### src/rtl/rq_pkg.sv
package rq_pkg;
  parameter int unsigned RQ_DEPTH_DEF  = 16;
  parameter int unsigned AMT_SLOTS_DEF = 4;
  parameter int unsigned ADDR_W_DEF    = 16;
  parameter int unsigned TID_W_DEF     = 3;
  parameter int unsigned LINE_W_DEF    = 32;

  typedef enum logic [1:0] {
    OP_ENQ   = 2'd0,
    OP_ALLOC = 2'd1,
    OP_FILL  = 2'd2,
    OP_REL   = 2'd3
  } rq_op_e;
endpackage

### src/rtl/rq_free_list.sv
module rq_free_list #(
  parameter int unsigned DEPTH = 16,
  localparam int unsigned IDX_W = $clog2(DEPTH)
) (
  input  logic             clk_i,
  input  logic             rst_ni,
  input  logic             alloc_i,
  input  logic             free_i,
  input  logic [IDX_W-1:0] free_idx_i,
  output logic             avail_o,
  output logic [IDX_W-1:0] alloc_idx_o
);
  logic [DEPTH-1:0] busy_q;

  // lowest free entry wins
  always_comb begin
    avail_o     = 1'b0;
    alloc_idx_o = '0;
    for (int i = DEPTH - 1; i >= 0; i--) begin
      if (!busy_q[i]) begin
        avail_o     = 1'b1;
        alloc_idx_o = IDX_W'(i);
      end
    end
  end

  always_ff @(posedge clk_i or negedge rst_ni) begin
    if (!rst_ni) begin
      busy_q <= '0;
    end else begin
      if (free_i) busy_q[free_idx_i] <= 1'b0;
      if (alloc_i) busy_q[alloc_idx_o] <= 1'b1;
    end
  end
endmodule

### src/rtl/rq_tb_store.sv
module rq_tb_store #(
  parameter int unsigned TID_W  = 3,
  parameter int unsigned ADDR_W = 16,
  parameter int unsigned LINE_W = 32,
  localparam int unsigned N_ENT = 1 << TID_W
) (
  input  logic              clk_i,
  input  logic              rst_ni,
  input  logic              alloc_i,
  input  logic [TID_W-1:0]  alloc_tid_i,
  input  logic [ADDR_W-1:0] alloc_addr_i,
  input  logic              fill_i,
  input  logic [TID_W-1:0]  fill_tid_i,
  input  logic [LINE_W-1:0] fill_data_i,
  input  logic              rel_i,
  input  logic [TID_W-1:0]  rel_tid_i,
  output logic              rel_hit_o,
  output logic [ADDR_W-1:0] rel_addr_o,
  output logic              svc_valid_o,
  output logic [ADDR_W-1:0] svc_addr_o,
  output logic              svc_full_o,
  output logic [LINE_W-1:0] svc_data_o
);
  logic [N_ENT-1:0]  ent_v_q;
  logic [N_ENT-1:0]  ent_full_q;
  logic [ADDR_W-1:0] ent_addr_q [N_ENT];
  logic [LINE_W-1:0] ent_data_q [N_ENT];

  assign rel_hit_o  = rel_i && ent_v_q[rel_tid_i];
  assign rel_addr_o = ent_addr_q[rel_tid_i];

  always_ff @(posedge clk_i or negedge rst_ni) begin
    if (!rst_ni) begin
      ent_v_q     <= '0;
      ent_full_q  <= '0;
      svc_valid_o <= 1'b0;
      svc_addr_o  <= '0;
      svc_full_o  <= 1'b0;
      svc_data_o  <= '0;
      for (int i = 0; i < N_ENT; i++) begin
        ent_addr_q[i] <= '0;
        ent_data_q[i] <= '0;
      end
    end else begin
      svc_valid_o <= rel_hit_o;
      svc_addr_o  <= ent_addr_q[rel_tid_i];
      svc_full_o  <= ent_full_q[rel_tid_i];
      svc_data_o  <= ent_data_q[rel_tid_i];
      if (fill_i && ent_v_q[fill_tid_i]) begin
        ent_data_q[fill_tid_i] <= fill_data_i;
        ent_full_q[fill_tid_i] <= 1'b1;
      end
      if (rel_hit_o) ent_v_q[rel_tid_i] <= 1'b0;
      if (alloc_i) begin
        ent_v_q[alloc_tid_i]    <= 1'b1;
        ent_addr_q[alloc_tid_i] <= alloc_addr_i;
        ent_full_q[alloc_tid_i] <= 1'b0;
      end
    end
  end
endmodule

### src/rtl/addr_replay_queue.sv
module addr_replay_queue
  import rq_pkg::*;
#(
  parameter int unsigned RQ_DEPTH  = RQ_DEPTH_DEF,
  parameter int unsigned AMT_SLOTS = AMT_SLOTS_DEF,
  parameter int unsigned ADDR_W    = ADDR_W_DEF,
  parameter int unsigned TID_W     = TID_W_DEF,
  parameter int unsigned LINE_W    = LINE_W_DEF,
  localparam int unsigned IDX_W    = $clog2(RQ_DEPTH),
  localparam int unsigned SLOT_W   = (AMT_SLOTS > 1) ? $clog2(AMT_SLOTS) : 1
) (
  input  logic              clk_i,
  input  logic              rst_ni,
  input  logic              enq_valid_i,
  input  logic [ADDR_W-1:0] enq_addr_i,
  input  logic [TID_W-1:0]  enq_tid_i,
  output logic              enq_ready_o,
  input  logic              tb_alloc_i,
  input  logic [TID_W-1:0]  tb_alloc_tid_i,
  input  logic [ADDR_W-1:0] tb_alloc_addr_i,
  input  logic              tb_fill_i,
  input  logic [TID_W-1:0]  tb_fill_tid_i,
  input  logic [LINE_W-1:0] tb_fill_data_i,
  input  logic              tb_rel_i,
  input  logic [TID_W-1:0]  tb_rel_tid_i,
  output logic              svc_valid_o,
  output logic [ADDR_W-1:0] svc_addr_o,
  output logic              svc_full_o,
  output logic [LINE_W-1:0] svc_data_o,
  output logic              replay_valid_o,
  output logic [ADDR_W-1:0] replay_addr_o,
  output logic [TID_W-1:0]  replay_tid_o
);
  // entry pool (link store)
  logic [TID_W-1:0] ent_tid_q  [RQ_DEPTH];
  logic [IDX_W-1:0] ent_next_q [RQ_DEPTH];

  // address match table
  logic [AMT_SLOTS-1:0] slot_v_q, slot_go_q;
  logic [ADDR_W-1:0]    slot_addr_q [AMT_SLOTS];
  logic [IDX_W-1:0]     slot_head_q [AMT_SLOTS];
  logic [IDX_W-1:0]     slot_tail_q [AMT_SLOTS];

  logic              cur_active_q;
  logic [SLOT_W-1:0] cur_slot_q;

  logic              fl_avail, enq_fire;
  logic [IDX_W-1:0]  fl_idx, pop_idx;
  logic              hit, fs_avail, go_any, pop_last, enq_join;
  logic [SLOT_W-1:0] hit_idx, fs_idx, go_idx;
  logic              rel_hit;
  logic [ADDR_W-1:0] rel_addr;

  rq_free_list #(.DEPTH(RQ_DEPTH)) i_free_list (
    .clk_i, .rst_ni,
    .alloc_i    (enq_fire),
    .free_i     (cur_active_q),
    .free_idx_i (pop_idx),
    .avail_o    (fl_avail),
    .alloc_idx_o(fl_idx)
  );

  rq_tb_store #(.TID_W(TID_W), .ADDR_W(ADDR_W), .LINE_W(LINE_W)) i_tb_store (
    .clk_i, .rst_ni,
    .alloc_i     (tb_alloc_i),
    .alloc_tid_i (tb_alloc_tid_i),
    .alloc_addr_i(tb_alloc_addr_i),
    .fill_i      (tb_fill_i),
    .fill_tid_i  (tb_fill_tid_i),
    .fill_data_i (tb_fill_data_i),
    .rel_i       (tb_rel_i),
    .rel_tid_i   (tb_rel_tid_i),
    .rel_hit_o   (rel_hit),
    .rel_addr_o  (rel_addr),
    .svc_valid_o, .svc_addr_o, .svc_full_o, .svc_data_o
  );

  always_comb begin
    hit = 1'b0; hit_idx = '0;
    fs_avail = 1'b0; fs_idx = '0;
    go_any = 1'b0; go_idx = '0;
    for (int s = AMT_SLOTS - 1; s >= 0; s--) begin
      if (slot_v_q[s] && slot_addr_q[s] == enq_addr_i) begin
        hit = 1'b1; hit_idx = SLOT_W'(s);
      end
      if (!slot_v_q[s]) begin
        fs_avail = 1'b1; fs_idx = SLOT_W'(s);
      end
      if (slot_v_q[s] && slot_go_q[s]) begin
        go_any = 1'b1; go_idx = SLOT_W'(s);
      end
    end
  end

  assign enq_ready_o = fl_avail && (hit || fs_avail);
  assign enq_fire    = enq_valid_i && enq_ready_o;
  assign pop_idx     = slot_head_q[cur_slot_q];
  assign pop_last    = pop_idx == slot_tail_q[cur_slot_q];
  // append to a chain whose last entry leaves this cycle: new entry becomes head
  assign enq_join    = enq_fire && hit && cur_active_q && hit_idx == cur_slot_q && pop_last;

  assign replay_valid_o = cur_active_q;
  assign replay_addr_o  = slot_addr_q[cur_slot_q];
  assign replay_tid_o   = ent_tid_q[pop_idx];

  always_ff @(posedge clk_i) begin
    if (enq_fire) begin
      ent_tid_q[fl_idx] <= enq_tid_i;
      if (hit) ent_next_q[slot_tail_q[hit_idx]] <= fl_idx;
    end
  end

  always_ff @(posedge clk_i or negedge rst_ni) begin
    if (!rst_ni) begin
      slot_v_q     <= '0;
      slot_go_q    <= '0;
      cur_active_q <= 1'b0;
      cur_slot_q   <= '0;
      for (int s = 0; s < AMT_SLOTS; s++) begin
        slot_addr_q[s] <= '0;
        slot_head_q[s] <= '0;
        slot_tail_q[s] <= '0;
      end
    end else begin
      for (int s = 0; s < AMT_SLOTS; s++)
        if (rel_hit && slot_v_q[s] && slot_addr_q[s] == rel_addr) slot_go_q[s] <= 1'b1;

      if (cur_active_q) begin
        if (pop_last && !enq_join) begin
          slot_v_q[cur_slot_q]  <= 1'b0;
          slot_go_q[cur_slot_q] <= 1'b0;
          cur_active_q          <= 1'b0;
        end else if (!pop_last) begin
          slot_head_q[cur_slot_q] <= ent_next_q[pop_idx];
        end
      end else if (go_any) begin
        cur_active_q      <= 1'b1;
        cur_slot_q        <= go_idx;
        slot_go_q[go_idx] <= 1'b0;
      end

      if (enq_fire) begin
        if (hit) begin
          slot_tail_q[hit_idx] <= fl_idx;
          if (enq_join) slot_head_q[hit_idx] <= fl_idx;
        end else begin
          slot_v_q[fs_idx]    <= 1'b1;
          slot_go_q[fs_idx]   <= 1'b0;
          slot_addr_q[fs_idx] <= enq_addr_i;
          slot_head_q[fs_idx] <= fl_idx;
          slot_tail_q[fs_idx] <= fl_idx;
        end
      end
    end
  end
endmodule

### config.mk
export PLATFORM = sky130hd
export DESIGN_NAME = addr_replay_queue
export DESIGN_NICKNAME = d
export VERILOG_FILES = /design/src/rtl/rq_pkg.sv /design/src/rtl/rq_free_list.sv /design/src/rtl/rq_tb_store.sv /design/src/rtl/addr_replay_queue.sv
export SDC_FILE = /design/constraint.sdc
export NUM_CORES = 1
export LEC_CHECK = 0
export BUFFER_PORTS_ARGS = -buffer_cell sky130_fd_sc_hd__buf_2
export CORE_AREA = 8 8 242 268
export DETAILED_ROUTE_END_ITERATION = 16
export DIE_AREA = 0 0 250 276
export GPL_TIMING_DRIVEN = 0
export PLACE_DENSITY = 0.76
export SKIP_CTS_REPAIR_TIMING = 1
export SLEW_MARGIN = 20
export SYNTH_ARGS = -nofsm -noshare
export SYNTH_HDL_FRONTEND = slang
export SYNTH_SLANG_ARGS = --single-unit
### constraint.sdc
create_clock -name clk_i -period 3.3 [get_ports clk_i]
set_clock_uncertainty 0.05 [all_clocks]
set_input_delay 0.33 -clock clk_i [delete_from_list [all_inputs] [get_ports clk_i]]
set_output_delay 0.33 -clock clk_i [all_outputs]
set_load 0.01 [all_outputs]
==> results.rst <==
.. list-table::
   :header-rows: 1

   * - Metric
     - Value
   * - Status
     - finished with violations
   * - Violations in the final reports
     - negative hold slack, negative setup slack
   * - Non-filler instance count after layout
     - 3,352
   * - Placed cell count
     - 3,188
   * - FMAX
     - 0.285 GHz
   * - Max clock buf depth
     - 3
   * - Element type at the critical path end
     - flip-flop
   * - CTS tree
     - built
   * - Root Buffer
     - sky130_fd_sc_hd__clkbuf_16
   * - Startpoint-to-endpoint class of the critical path
     - reg2reg
   * - Startpoint Class
     - flip-flop
   * - Clock slew at reported path FFs
     - 60 ps
   * - Minimum setup slack after placement
     - -858 ps
   * - Via/cell ratio
     - 6.30
   * - Family with the most delay on the worst path
     - simple AND/OR/NAND/NOR gates
   * - Total wire length after detailed routing
     - 87,300 um
   * - Total routing usage reported by global routing
     - 24.5%
   * - Slew of the pin with the lowest slew margin
     - 1120 ps
   * - Detail Placement HPWL
     - 59,200 um
   * - Synthesized netlist cell count
     - 2,276
   * - Top flip-flop cell by instance count after synthesis
     - sky130_fd_sc_hd__dfrtp_1
   * - Most common library cell in the layout ignoring fill and taps
     - sky130_fd_sc_hd__dfrtp_1
   * - Iteration-0 DRC Markers
     - 1,875
   * - Area grow syn2layout
     - 16.6%
   * - Slack of the critical path
     - -212 ps
   * - Crit-path most repeated cell
     - sky130_fd_sc_hd__nor2_2
   * - Final critical path time including I/O delays and setup
     - 3510 ps
   * - Overall die width
     - 250 um
   * - Vias in the first global route
     - 22,100
   * - Final weighted congestion in routability-driven placement
     - 0.921
   * - Count of flip-flops with a built-in enable after synthesis
     - 112
   * - Static leakage
     - 15.2 nW
   * - Fraction of final layout cells sized beyond drive strength 1
     - 36.9%
   * - Routed WL per cell
     - 26.0 um
   * - Number of synthesized register bits
     - 685
   * - Slowest cell on the critical path
     - sky130_fd_sc_hd__nor2_2
   * - Core Footprint
     - 60,400 um2
   * - Setup violators final
     - 28
   * - Capture point of the worst reg-to-reg path
     - slot_addr_q[25]$_DFFE_PN0P_
   * - Number of clock buffers inserted by TritonCTS
     - 70
   * - Req. time, crit path
     - 3750 ps
   * - Number of sinks on the clock net
     - 685
   * - Sequential-to-total area share from yosys stat
     - 57.0%
   * - First-pass GRT wire length
     - 132,000 um
   * - RSZ-0062 raised after global routing
     - true
   * - Data arrival time of the critical path
     - 3960 ps
   * - Total congestion overflow
     - 0
   * - Number of ports placed on the die boundary
     - 153
   * - Drt pass-1 iters
     - 7
   * - Max-cap violations
     - 0
   * - Vias
     - 21,100
   * - Max_slew headroom
     - 25.4%
   * - Initial standard-cell utilization of the core
     - 51.4%
   * - Highest net fanout along the worst path
     - 10
   * - Startpoint of the worst hold path
     - enq_addr_i[8]
   * - Cells along the critical path
     - xnor2_1, and4_1, nand4_1, o22ai_2, nor2_2, nand3_2, nor2_2, buf_2, mux2_2
   * - Height of the die
     - 276 um
   * - Hold Crit Class
     - in2reg
   * - Most frequent cells in the layout
     - sky130_fd_sc_hd__dfrtp_1 (570), sky130_fd_sc_hd__mux2_2 (455), sky130_fd_sc_hd__buf_2 (163)
   * - Worst vdd ir
     - 549 uV
   * - Deepest level of the CTS H-tree
     - 3
   * - Number of slew-limit violations in the final report
     - 0
   * - Cell Rows
     - 95
   * - Slack of the worst reg-to-reg path
     - -210 ps
   * - Clock network latency to the later pin of the worst-skew pair
     - 630 ps
   * - Endpoint with the worst hold slack
     - slot_addr_q[24]$_DFFE_PN0P_
   * - Unique cell type count in the Yosys netlist
     - 77
   * - Syn_nets
     - 2,358
   * - Count of cells along the worst hold path
     - 2
   * - Final hold violations
     - 18
   * - Cell area after synthesis
     - 31,000 um2
   * - Hold Slack
     - -12.3 ps
   * - Antenna-violating nets left
     - 0
   * - FFs w/ async S/R, synth
     - 83.6%
   * - DRC violation count after routing
     - 0
   * - Ys Warns
     - 0
   * - Die outline area
     - 69,000 um2
   * - Net count reported at finish
     - 2,598
   * - Final worst path period share
     - 106%
   * - PwrDens
     - 641 nW/um2
   * - Worst r2r src
     - slot_addr_q[5]$_DFFE_PN0P_
   * - CP bufs+invs
     - 1
   * - Synthesized area per cell
     - 13.6 um2
   * - Cell depth of the worst flop-to-flop path
     - 9
   * - Number of antenna violations at the first check in global routing
     - 11
   * - Pin count of the biggest net entering global routing
     - 100
   * - Number of I/O port buffers
     - 128
   * - Slowest cell delay on critical path
     - 680 ps
   * - Layout fillers
     - 4,562
-- cell usage after synthesis (24+ instances only) --
cell	number	share of area [%]
sky130_fd_sc_hd__edfxtp_1	112	11
sky130_fd_sc_hd__nor2_1	78	0.94
sky130_fd_sc_hd__mux2_2	458	17
sky130_fd_sc_hd__a22oi_1	126	3.0
sky130_fd_sc_hd__xnor2_1	70	2.0
sky130_fd_sc_hd__mux2i_1	113	3.6
sky130_fd_sc_hd__nand4_1	44	0.89
sky130_fd_sc_hd__mux4_2	39	2.8
sky130_fd_sc_hd__xor2_1	62	1.7
sky130_fd_sc_hd__nand2_1	79	0.96
sky130_fd_sc_hd__clkbuf_1	80	0.97
sky130_fd_sc_hd__inv_1	28	0.34
sky130_fd_sc_hd__nand3_1	35	0.56
sky130_fd_sc_hd__o21ai_0	55	0.89
sky130_fd_sc_hd__buf_2	47	0.76
sky130_fd_sc_hd__a221oi_1	24	0.68
sky130_fd_sc_hd__dfrtp_1	573	46
-- how the worst max path moves through the flow --
stage	from	end	slack, ps	depth (start not counted)
after floorplan	enq_addr_i[14]	ent_next_q[3][0]$_DFFE_PP_	300	10
after global placement	rst_ni	i_tb_store.svc_data_o[11]$_DFF_PN0_	-9310	1
after detailed placement	tb_rel_tid_i[2]	slot_go_q[1]$_DFF_PN0_	-860	11
after CTS	cur_slot_q[1]$_DFFE_PN0P_	replay_tid_o[1]	-1160	11
after global routing	slot_addr_q[5]$_DFFE_PN0P_	slot_addr_q[24]$_DFFE_PN0P_	-230	9
final	slot_addr_q[5]$_DFFE_PN0P_	slot_addr_q[25]$_DFFE_PN0P_	-210	9
-- per-layer routing --
metal / wire length [um] / track usage, % / vias up
met2: 43100 / 40.7 / 906
met5: 66 / 0 / -
met1: 33900 / 30.8 / 11000
met4: 3760 / 11.3 / 10
li1: - / - / 8965
met3: 6510 / 4.94 / 230
-- kinds of logic (layout without fill, tap and decap cells) --
logic type / count (synthesis) / count (layout) / synth area share, %
buffers and inverters: 173 / 467 / 2.37
flip-flops: 685 / 685 / 57.0
AO/OA/AOI/OAI: 305 / 305 / 7.20
AND/OR/NAND/NOR: 355 / 355 / 5.99
other: 0 / 6 / 0
multiplexers: 626 / 626 / 23.7
XOR/XNOR: 132 / 132 / 3.73
-- worst reg2reg max path, cell delays in order (launching register included) --
cell and delay (ps):
sky130_fd_sc_hd__dfrtp_1 450, sky130_fd_sc_hd__xnor2_1 220, sky130_fd_sc_hd__and4_1 270, sky130_fd_sc_hd__nand4_1 290, sky130_fd_sc_hd__o22ai_2 190, sky130_fd_sc_hd__nor2_2 240, sky130_fd_sc_hd__nand3_2 200, sky130_fd_sc_hd__nor2_2 680
sky130_fd_sc_hd__buf_2 430, sky130_fd_sc_hd__mux2_2 370
-- power by group --
part / internal (mW) / leakage (nW) / switching, mW / total [mW]
registers: 10.4 / 8.17 / 0.992 / 11.4
logic: 1.86 / 5.88 / 1.63 / 3.48
clock network: 4.86 / 1.18 / 3.41 / 8.28
total: 17.2 / 15.2 / 6.03 / 23.2
-- state kept, by name (all words and copies together), names as in the netlist, 2 cells and up --
register               flops
cur_slot_q                 2
ent_next_q                64
ent_tid_q                 48
i_free_list.busy_q        16
i_tb_store.ent_addr_q    128
i_tb_store.ent_data_q    256
i_tb_store.ent_full_q      8
i_tb_store.ent_v_q         8
i_tb_store.svc_addr_o     16
i_tb_store.svc_data_o     32
slot_addr_q               64
slot_go_q                  4
slot_head_q               16
slot_tail_q               16
slot_v_q                   4
-- area by class of cell --
type | instances | area (um2) | share of cell area, %
flip-flops and latches | 685 | 17700 | 49.0
multi-input cells | 1418 | 13100 | 36.2
clock buffers | 100 | 2060 | 5.69
repair buffers | 168 | 1100 | 3.04
well taps | 776 | 971 | 2.68
plain buffers | 140 | 722 | 2.00
clock inverters | 26 | 359 | 0.993
inverters | 31 | 124 | 0.342
diodes | 6 | 15.0 | 0.0415
repair inverters | 2 | 10.0 | 0.0277
-- through the flow --
stage               TNS (ps)  power [mW]  cell area, um2  hold slack [ps]  utilization, %
global route           -6200        24.1           36200            0.326            59.9
global placement    -5311280        14.7           32600              429            54.1
CTS                   -36090        23.3           35300             -431            58.4
finish                 -3170        23.2           36200            -12.3            59.9
floorplan                  0        13.6           31000            -15.6               -
detailed placement    -49840        15.0           32900              218            54.4
Note: power is estimated with default switching activity, not from simulation.
